## src/rtl/sclg_pkg.sv

```systemverilog
package sclg_pkg;
  // field positions decoded by the counters
  localparam int N_SAMP_LSB = 8;
  localparam int N_STEP_LSB = 0;
  localparam int H_SAMP_LSB = 12;
  localparam int H_STEP_LSB = 8;
  localparam logic [1:0]  HS_EN_CODE   = 2'b11;
  localparam logic [15:0] HS_NORM_FILL = 16'h1303;
endpackage

```

## src/rtl/sclg_cfg.sv

```systemverilog
module sclg_cfg
  import sclg_pkg::*;
#(
  parameter int REG_W     = 16,
  parameter int SAMP_W    = 3,
  parameter int STEP_W    = 6,
  parameter int HS_STEP_W = 3,
  parameter int CNT_W     = SAMP_W + STEP_W + 1
) (
  input  logic             clk,
  input  logic             rst_n,
  input  logic             norm_wr,
  input  logic [REG_W-1:0] norm_data,
  input  logic             hs_wr,
  input  logic [REG_W-1:0] hs_data,
  output logic             hs_active,
  output logic [CNT_W-1:0] samp_cnt,
  output logic [CNT_W-1:0] step_cnt
);
  logic [REG_W-1:0] norm_q;
  logic [REG_W-1:0] hs_q;
  logic             unused_bits;

  function automatic logic [CNT_W-1:0] to_count(input logic [STEP_W-1:0] f);
    return CNT_W'(f) + CNT_W'(1);
  endfunction

  always_ff @(posedge clk or negedge rst_n) begin
    if (!rst_n) begin
      norm_q <= '0;
      hs_q   <= '0;
    end else if (hs_wr) begin
      hs_q <= hs_data;
      if (hs_data[1:0] == HS_EN_CODE)
        norm_q <= REG_W'(HS_NORM_FILL);
    end else if (norm_wr) begin
      norm_q <= norm_data;
      hs_q   <= '0;
    end
  end

  assign hs_active = (hs_q[1:0] == HS_EN_CODE);

  always_comb begin
    if (hs_active) begin
      samp_cnt = to_count(STEP_W'(hs_q[H_SAMP_LSB +: SAMP_W]));
      step_cnt = to_count(STEP_W'(hs_q[H_STEP_LSB +: HS_STEP_W]));
    end else begin
      samp_cnt = to_count(STEP_W'(norm_q[N_SAMP_LSB +: SAMP_W]));
      step_cnt = to_count(norm_q[N_STEP_LSB +: STEP_W]);
    end
  end

  assign unused_bits = ^{norm_q, hs_q};
endmodule

```

## src/rtl/sclg_div.sv

```systemverilog
module sclg_div #(
  parameter int CNT_W = 10
) (
  input  logic             clk,
  input  logic             rst_n,
  input  logic             restart,
  input  logic [CNT_W-1:0] samp_cnt,
  input  logic [CNT_W-1:0] step_cnt,
  output logic [CNT_W-1:0] scnt,
  output logic [CNT_W-1:0] tcnt,
  output logic             phase,
  output logic             fresh,
  output logic             half_end
);
  logic samp_wrap;
  logic step_wrap;

  assign samp_wrap = (scnt == samp_cnt - CNT_W'(1));
  assign step_wrap = (tcnt == step_cnt - CNT_W'(1));
  assign half_end  = samp_wrap && step_wrap;

  always_ff @(posedge clk or negedge rst_n) begin
    if (!rst_n) begin
      scnt  <= '0;
      tcnt  <= '0;
      phase <= 1'b0;
      fresh <= 1'b1;
    end else if (restart) begin
      scnt  <= '0;
      tcnt  <= '0;
      phase <= 1'b0;
      fresh <= 1'b1;
    end else if (samp_wrap) begin
      scnt <= '0;
      if (step_wrap) begin
        tcnt  <= '0;
        phase <= ~phase;
        fresh <= 1'b0;
      end else begin
        tcnt <= tcnt + CNT_W'(1);
      end
    end else begin
      scnt <= scnt + CNT_W'(1);
    end
  end
endmodule

```

## src/rtl/sclg_strobes.sv

```systemverilog
module sclg_strobes #(
  parameter int CNT_W = 10
) (
  input  logic             phase,
  input  logic             fresh,
  input  logic [CNT_W-1:0] scnt,
  input  logic [CNT_W-1:0] tcnt,
  input  logic [CNT_W-1:0] samp_cnt,
  input  logic [CNT_W-1:0] step_cnt,
  output logic             rise_tick,
  output logic             fall_tick,
  output logic             sample_tick
);
  logic [CNT_W-1:0] elapsed;
  logic [CNT_W-1:0] mid_pos;

  function automatic logic [CNT_W-1:0] phase_pos(input logic [CNT_W-1:0] t,
                                                 input logic [CNT_W-1:0] s,
                                                 input logic [CNT_W-1:0] sc);
    return t * s + sc;
  endfunction

  function automatic logic [CNT_W-1:0] half_mid(input logic [CNT_W-1:0] s,
                                                input logic [CNT_W-1:0] t);
    logic [CNT_W-1:0] h;
    h = s * t;
    return h >> 1;
  endfunction

  assign elapsed     = phase_pos(tcnt, samp_cnt, scnt);
  assign mid_pos     = half_mid(samp_cnt, step_cnt);
  assign rise_tick   = phase && (elapsed == '0);
  assign fall_tick   = !phase && !fresh && (elapsed == '0);
  assign sample_tick = phase && (elapsed == mid_pos);
endmodule

```

## src/rtl/sclgen_top.sv

```systemverilog
module sclgen_top
  import sclg_pkg::*;
#(
  parameter int REG_W     = 16,
  parameter int SAMP_W    = 3,
  parameter int STEP_W    = 6,
  parameter int HS_STEP_W = 3
) (
  input  logic             clk,
  input  logic             rst_n,
  input  logic             soft_rst,
  input  logic             norm_wr,
  input  logic [REG_W-1:0] norm_data,
  input  logic             hs_wr,
  input  logic [REG_W-1:0] hs_data,
  output logic             scl_o,
  output logic             rise_tick,
  output logic             fall_tick,
  output logic             sample_tick,
  output logic             hs_active,
  output logic             mcode_rs
);
  localparam int CNT_W = SAMP_W + STEP_W + 1;

  logic [CNT_W-1:0] samp_cnt;
  logic [CNT_W-1:0] step_cnt;
  logic [CNT_W-1:0] scnt;
  logic [CNT_W-1:0] tcnt;
  logic             phase;
  logic             fresh;
  logic             half_end;
  logic             restart;
  logic             hs_enable_wr;

  assign restart      = soft_rst || norm_wr || hs_wr;
  assign hs_enable_wr = hs_wr && (hs_data[1:0] == HS_EN_CODE);

  sclg_cfg #(
    .REG_W(REG_W), .SAMP_W(SAMP_W), .STEP_W(STEP_W),
    .HS_STEP_W(HS_STEP_W), .CNT_W(CNT_W)
  ) u_cfg (
    .clk(clk), .rst_n(rst_n),
    .norm_wr(norm_wr), .norm_data(norm_data),
    .hs_wr(hs_wr), .hs_data(hs_data),
    .hs_active(hs_active), .samp_cnt(samp_cnt), .step_cnt(step_cnt)
  );

  sclg_div #(.CNT_W(CNT_W)) u_div (
    .clk(clk), .rst_n(rst_n), .restart(restart),
    .samp_cnt(samp_cnt), .step_cnt(step_cnt),
    .scnt(scnt), .tcnt(tcnt), .phase(phase), .fresh(fresh),
    .half_end(half_end)
  );

  sclg_strobes #(.CNT_W(CNT_W)) u_stb (
    .phase(phase), .fresh(fresh), .scnt(scnt), .tcnt(tcnt),
    .samp_cnt(samp_cnt), .step_cnt(step_cnt),
    .rise_tick(rise_tick), .fall_tick(fall_tick), .sample_tick(sample_tick)
  );

  assign scl_o    = phase;
  assign mcode_rs = hs_active;
endmodule

```

## config.mk

```make
export PLATFORM = sky130hd
export DESIGN_NAME = sclgen_top
export DESIGN_NICKNAME = d
export VERILOG_FILES = /design/src/rtl/sclg_pkg.sv /design/src/rtl/sclg_cfg.sv /design/src/rtl/sclg_div.sv /design/src/rtl/sclg_strobes.sv /design/src/rtl/sclgen_top.sv
export SDC_FILE = /design/constraint.sdc
export NUM_CORES = 1
export LEC_CHECK = 0
export ABC_CLOCK_PERIOD_IN_PS = 18900
export CAP_MARGIN = 5
export CORE_MARGIN = 2
export CORE_UTILIZATION = 35
export DETAILED_ROUTE_END_ITERATION = 16
export GPL_ROUTABILITY_DRIVEN = 0
export GPL_TIMING_DRIVEN = 0
export PLACE_DENSITY_LB_ADDON = 0.05
export SLEW_MARGIN = 20
export SYNTH_ARGS = -nofsm -noshare
export SYNTH_HDL_FRONTEND = slang
export SYNTH_SLANG_ARGS = --single-unit
```

## constraint.sdc

```tcl
create_clock -name clk -period 18.9 [get_ports clk]
set_input_delay 5.67 -clock clk [delete_from_list [all_inputs] [get_ports clk]]
set_output_delay 5.67 -clock clk [all_outputs]
set_load 0.005 [all_outputs]
```

==> impl_metrics.csv <==
group,metric,value,unit
timing,hold_viol_final,0,
critical_path,startpoint_type,"flop",
grt,grt_use_met2,28.1,%
grt,grt_pass1_vias,3758,
die,dieHeight,120,um
timing,period_needed,13.51,ns
routing,drtIter0Drc,197,
timing,finalMaxSlewViolations,0,
routing,vias_per_cell,4.93,
placement,numPortBuffers,27,
cts,cts_root_buf,"clkbuf_16",
critical_path,critPathArrivalTime,7.84,ns
routing,routedWlPerCell,15.1,um
timing,final.hold.worst_slack,0.505,ns
routing,drcViolationCount,0,
synth,ys_async_sr_fraction,100,%
pwr,power.density,55.6,mW/mm2
die,pin_count,43,
pwr,peakVddDrop,0.0000344,V
final_layout,fin_cells,751,
cts,clock_path_buffers,2,
hold_path,hold_depth,2,
hold_path,worstHoldStart,"u_cfg.norm_q[10]",
critical_path,r2r_end,"u_div.tcnt[1]",
grt,met1_usage,23.5,%
synth,ys_types,65,
timing,finalSetupViolCount,0,
critical_path,worstSetupEndpointType,"primary output",
critical_path,path_max_fanout,10,
timing,rsz0062_at_grt,"false",
critical_path,cp_common_cell,"inv_1",
hold_path,hold_class,"reg2reg",
critical_path,reg2reg_slack,14.68,ns
pwr,combPwrFrac,41.9,%
placement,dpl_cell_area,0.00522,mm2
timing,fin_crit_sh,71.5,%
final_layout,fill_cells,1334,
routing,num_vias,3700,
grt,grt_usage,16.9,%
cts,cts_resized,0,
timing,max_freq,74.0,MHz
critical_path,critPathKind,"reg2out",
cts,numCtsBuffers,5,
final_layout,layout.nets,699,
pwr,clockPowerShare,26.9,%
cts,clk_pin_slew_worst_paths,0.05,ns
die,initial_core_util,35.7,%
synth,synth.avg_cell_area,8.73,um2
final_layout,diodes,0,
critical_path,slowest_stage,"or4_1",
die,core_area,0.0132,mm2
final_layout,seq_area,977,um2
placement,dp.cells,743,
grt,grt_pass1_wl,19.2,mm
cts,tritoncts,"done",
routing,drt-total-wl,11.4,mm
pwr,p_int,0.191,mW
synth,yosysSeqAreaShare,20.8,%
run,drv_cap,0,
pwr,p_leak,2.59,nW
placement,dp_hpwl,9.62,mm
routing,antenna_left,0,
synth,syn_inst,539,
cts,holdBufCountCts,0,
grt,grt_overflow,0,
cts,htree_levels,2,
grt,busiest_layer,"met2",
timing,fin_worst_skew,0.00402,ns
routing,dr.pass1.iters,4,
final_layout,area_growth,13.8,%
synth,syn_nets,664,
pwr,switchingPower,0.107,mW
timing,tns,0,ns
synth,yosysWarningCount,0,
timing,slew_headroom,52.5,%
timing,tightest_slew,0.707,ns
die,die_x,120,um
cts,clock-sinks,39,
critical_path,r2r_cells,13,
die,die_area,0.0144,mm2
final_layout,layout-drive-gt1-share,5.57,%
synth,synth-edff-count,0,
pwr,swShare,35.9,%
outcome,status,"finished clean",
critical_path,rr_startpoint,"u_cfg.hs_q[1]",
die,rows,42,
synth,synthFlopType,"dfrtp_1",
grt,grt_max_degree,23,
critical_path,required,13.23,ns
cts,post_cts_buffers,0,
final_layout,design_area,0.00536,mm2
grt,antenna_found_initial,0,
cts,clk_latency,0.28,ns
final_layout,multi_input_area,0.00340,mm2
synth,synth_area,0.00471,mm2
hold_path,hold_end,"u_cfg.norm_q[10]",
grt,grt_util_met3,1.43,%
critical_path,cp_slowest_stage_delay,0.55,ns
pwr,power.share.sequential,31.2,%
synth,ys_ff_latch,39,
==> layer usage <==
metal	up-vias	part of all wire, %
li1	1877	-
met1	1759	50
met2	60	47
met3	4	2.4
met4	0	0.75
met5	-	0
==> flip-flops by register name, summed over array words and instances (netlist names) <==
signal and count:
u_div.phase 1, u_div.tcnt 10, u_cfg.norm_q 9, u_div.fresh 1, u_cfg.hs_q 8, u_div.scnt 10
==> placed cells by master, fill, tap and decap left out, types with 4 or more instances in the layout <==
master	instances
nand3_1	14
dfrtp_1	38
or3_1	5
nand4_1	8
a21o_1	4
nand2b_1	6
nor2_1	44
clkbuf_16	5
xor2_1	18
xnor2_1	40
clkdlybuf4s50_1	26
nand2_1	54
buf_2	5
mux2i_1	5
inv_1	66
ha_1	60
a22o_1	5
o22a_1	4
fa_1	28
nor3_1	8
and2_1	14
o21ai_0	16
nand3b_1	5
a21oi_1	11
clkbuf_1	11
o21bai_1	4
and3_1	10
==> synthesized netlist by cell type (3+ instances only) <==
cell type | number | area [um2]
inv_1 | 66 | 248
nand3_1 | 14 | 70.1
clkbuf_1 | 9 | 33.8
xnor2_1 | 40 | 350
nor4_1 | 3 | 18.8
o22a_1 | 4 | 35.0
nand2b_1 | 6 | 37.5
dfrtp_1 | 38 | 951
a21oi_1 | 11 | 55.1
nand3b_1 | 5 | 37.5
nor2_1 | 44 | 165
nor3_1 | 8 | 40.0
a21o_1 | 4 | 30.0
o21ai_0 | 16 | 80.1
nand2_1 | 54 | 203
and3_1 | 10 | 62.6
and2_1 | 14 | 87.6
mux2i_1 | 5 | 50.1
ha_1 | 60 | 751
or3_1 | 5 | 31.3
o21bai_1 | 4 | 30.0
buf_2 | 4 | 20.0
or2_2 | 3 | 18.8
xor2_1 | 18 | 158
nand4_1 | 8 | 50.1
nor3b_1 | 3 | 22.5
o21a_1 | 3 | 22.5
fa_1 | 28 | 561
a22o_1 | 5 | 43.8
o22ai_1 | 3 | 18.8
==> cell families after synthesis <==
family,after synthesis,share of synthesized area (%)
mux,6,1.36
xor+xnor,59,11.3
compound gates,71,10.6
buf+inv,83,7.04
flops,39,20.8
simple gates,193,21.1
fa+ha+maj,88,27.9
==> worst max-delay path: cells and delay by family (launching register included) <==
kind	cells	cell delay, ns
AOI/OAI and AO/OA	3	0.49
xor gates and xnor gates	1	0.13
adders and majority gates	7	2.41
buffers and inverters	11	1.97
DFF	1	0.49
muxes	1	0.40
and+or+nand+nor	6	1.67
==> worst max path at each step <==
stage                        from  slack (ns)  depth (start not counted)         to
finish              u_cfg.hs_q[1]        5.39                         29  rise_tick
global route        u_cfg.hs_q[0]        4.83                         29  fall_tick
CTS                 u_cfg.hs_q[1]        5.28                         29  rise_tick
detailed placement  u_cfg.hs_q[1]        5.60                         29  rise_tick
global placement    u_cfg.hs_q[0]        5.71                         27  fall_tick
floorplan           u_cfg.hs_q[0]        7.11                         28  fall_tick
==> power groups by stage <==
stage               clock, mW  combinational [mW]  sequential, mW
floorplan                   0              0.0943          0.0926
global placement            0               0.125          0.0945
detailed placement          0               0.126          0.0945
CTS                    0.0839               0.128          0.0930
global route           0.0869               0.143          0.0937
finish                 0.0802               0.125          0.0930
==> area by class of cell <==
cell class                 instances  area share, %
sequential                        39           18.2
buffer                            16           1.45
clock inverter                     1         0.0934
multi-input combinational        417           63.4
clock buffer                       7           2.48
inverter                          67           4.74
tap                              176           4.11
timing repair buffer              28           5.46
==> metrics by stage <==
step	power, mW	setup WS, ns	util (%)
after floorplan	0.187	7.11	-
after global placement	0.219	5.71	39.4
after detailed placement	0.220	5.60	39.6
after CTS	0.304	5.28	40.6
after global routing	0.324	4.83	40.6
final	0.298	5.39	40.6
Note: power is estimated with default switching activity, not from simulation.
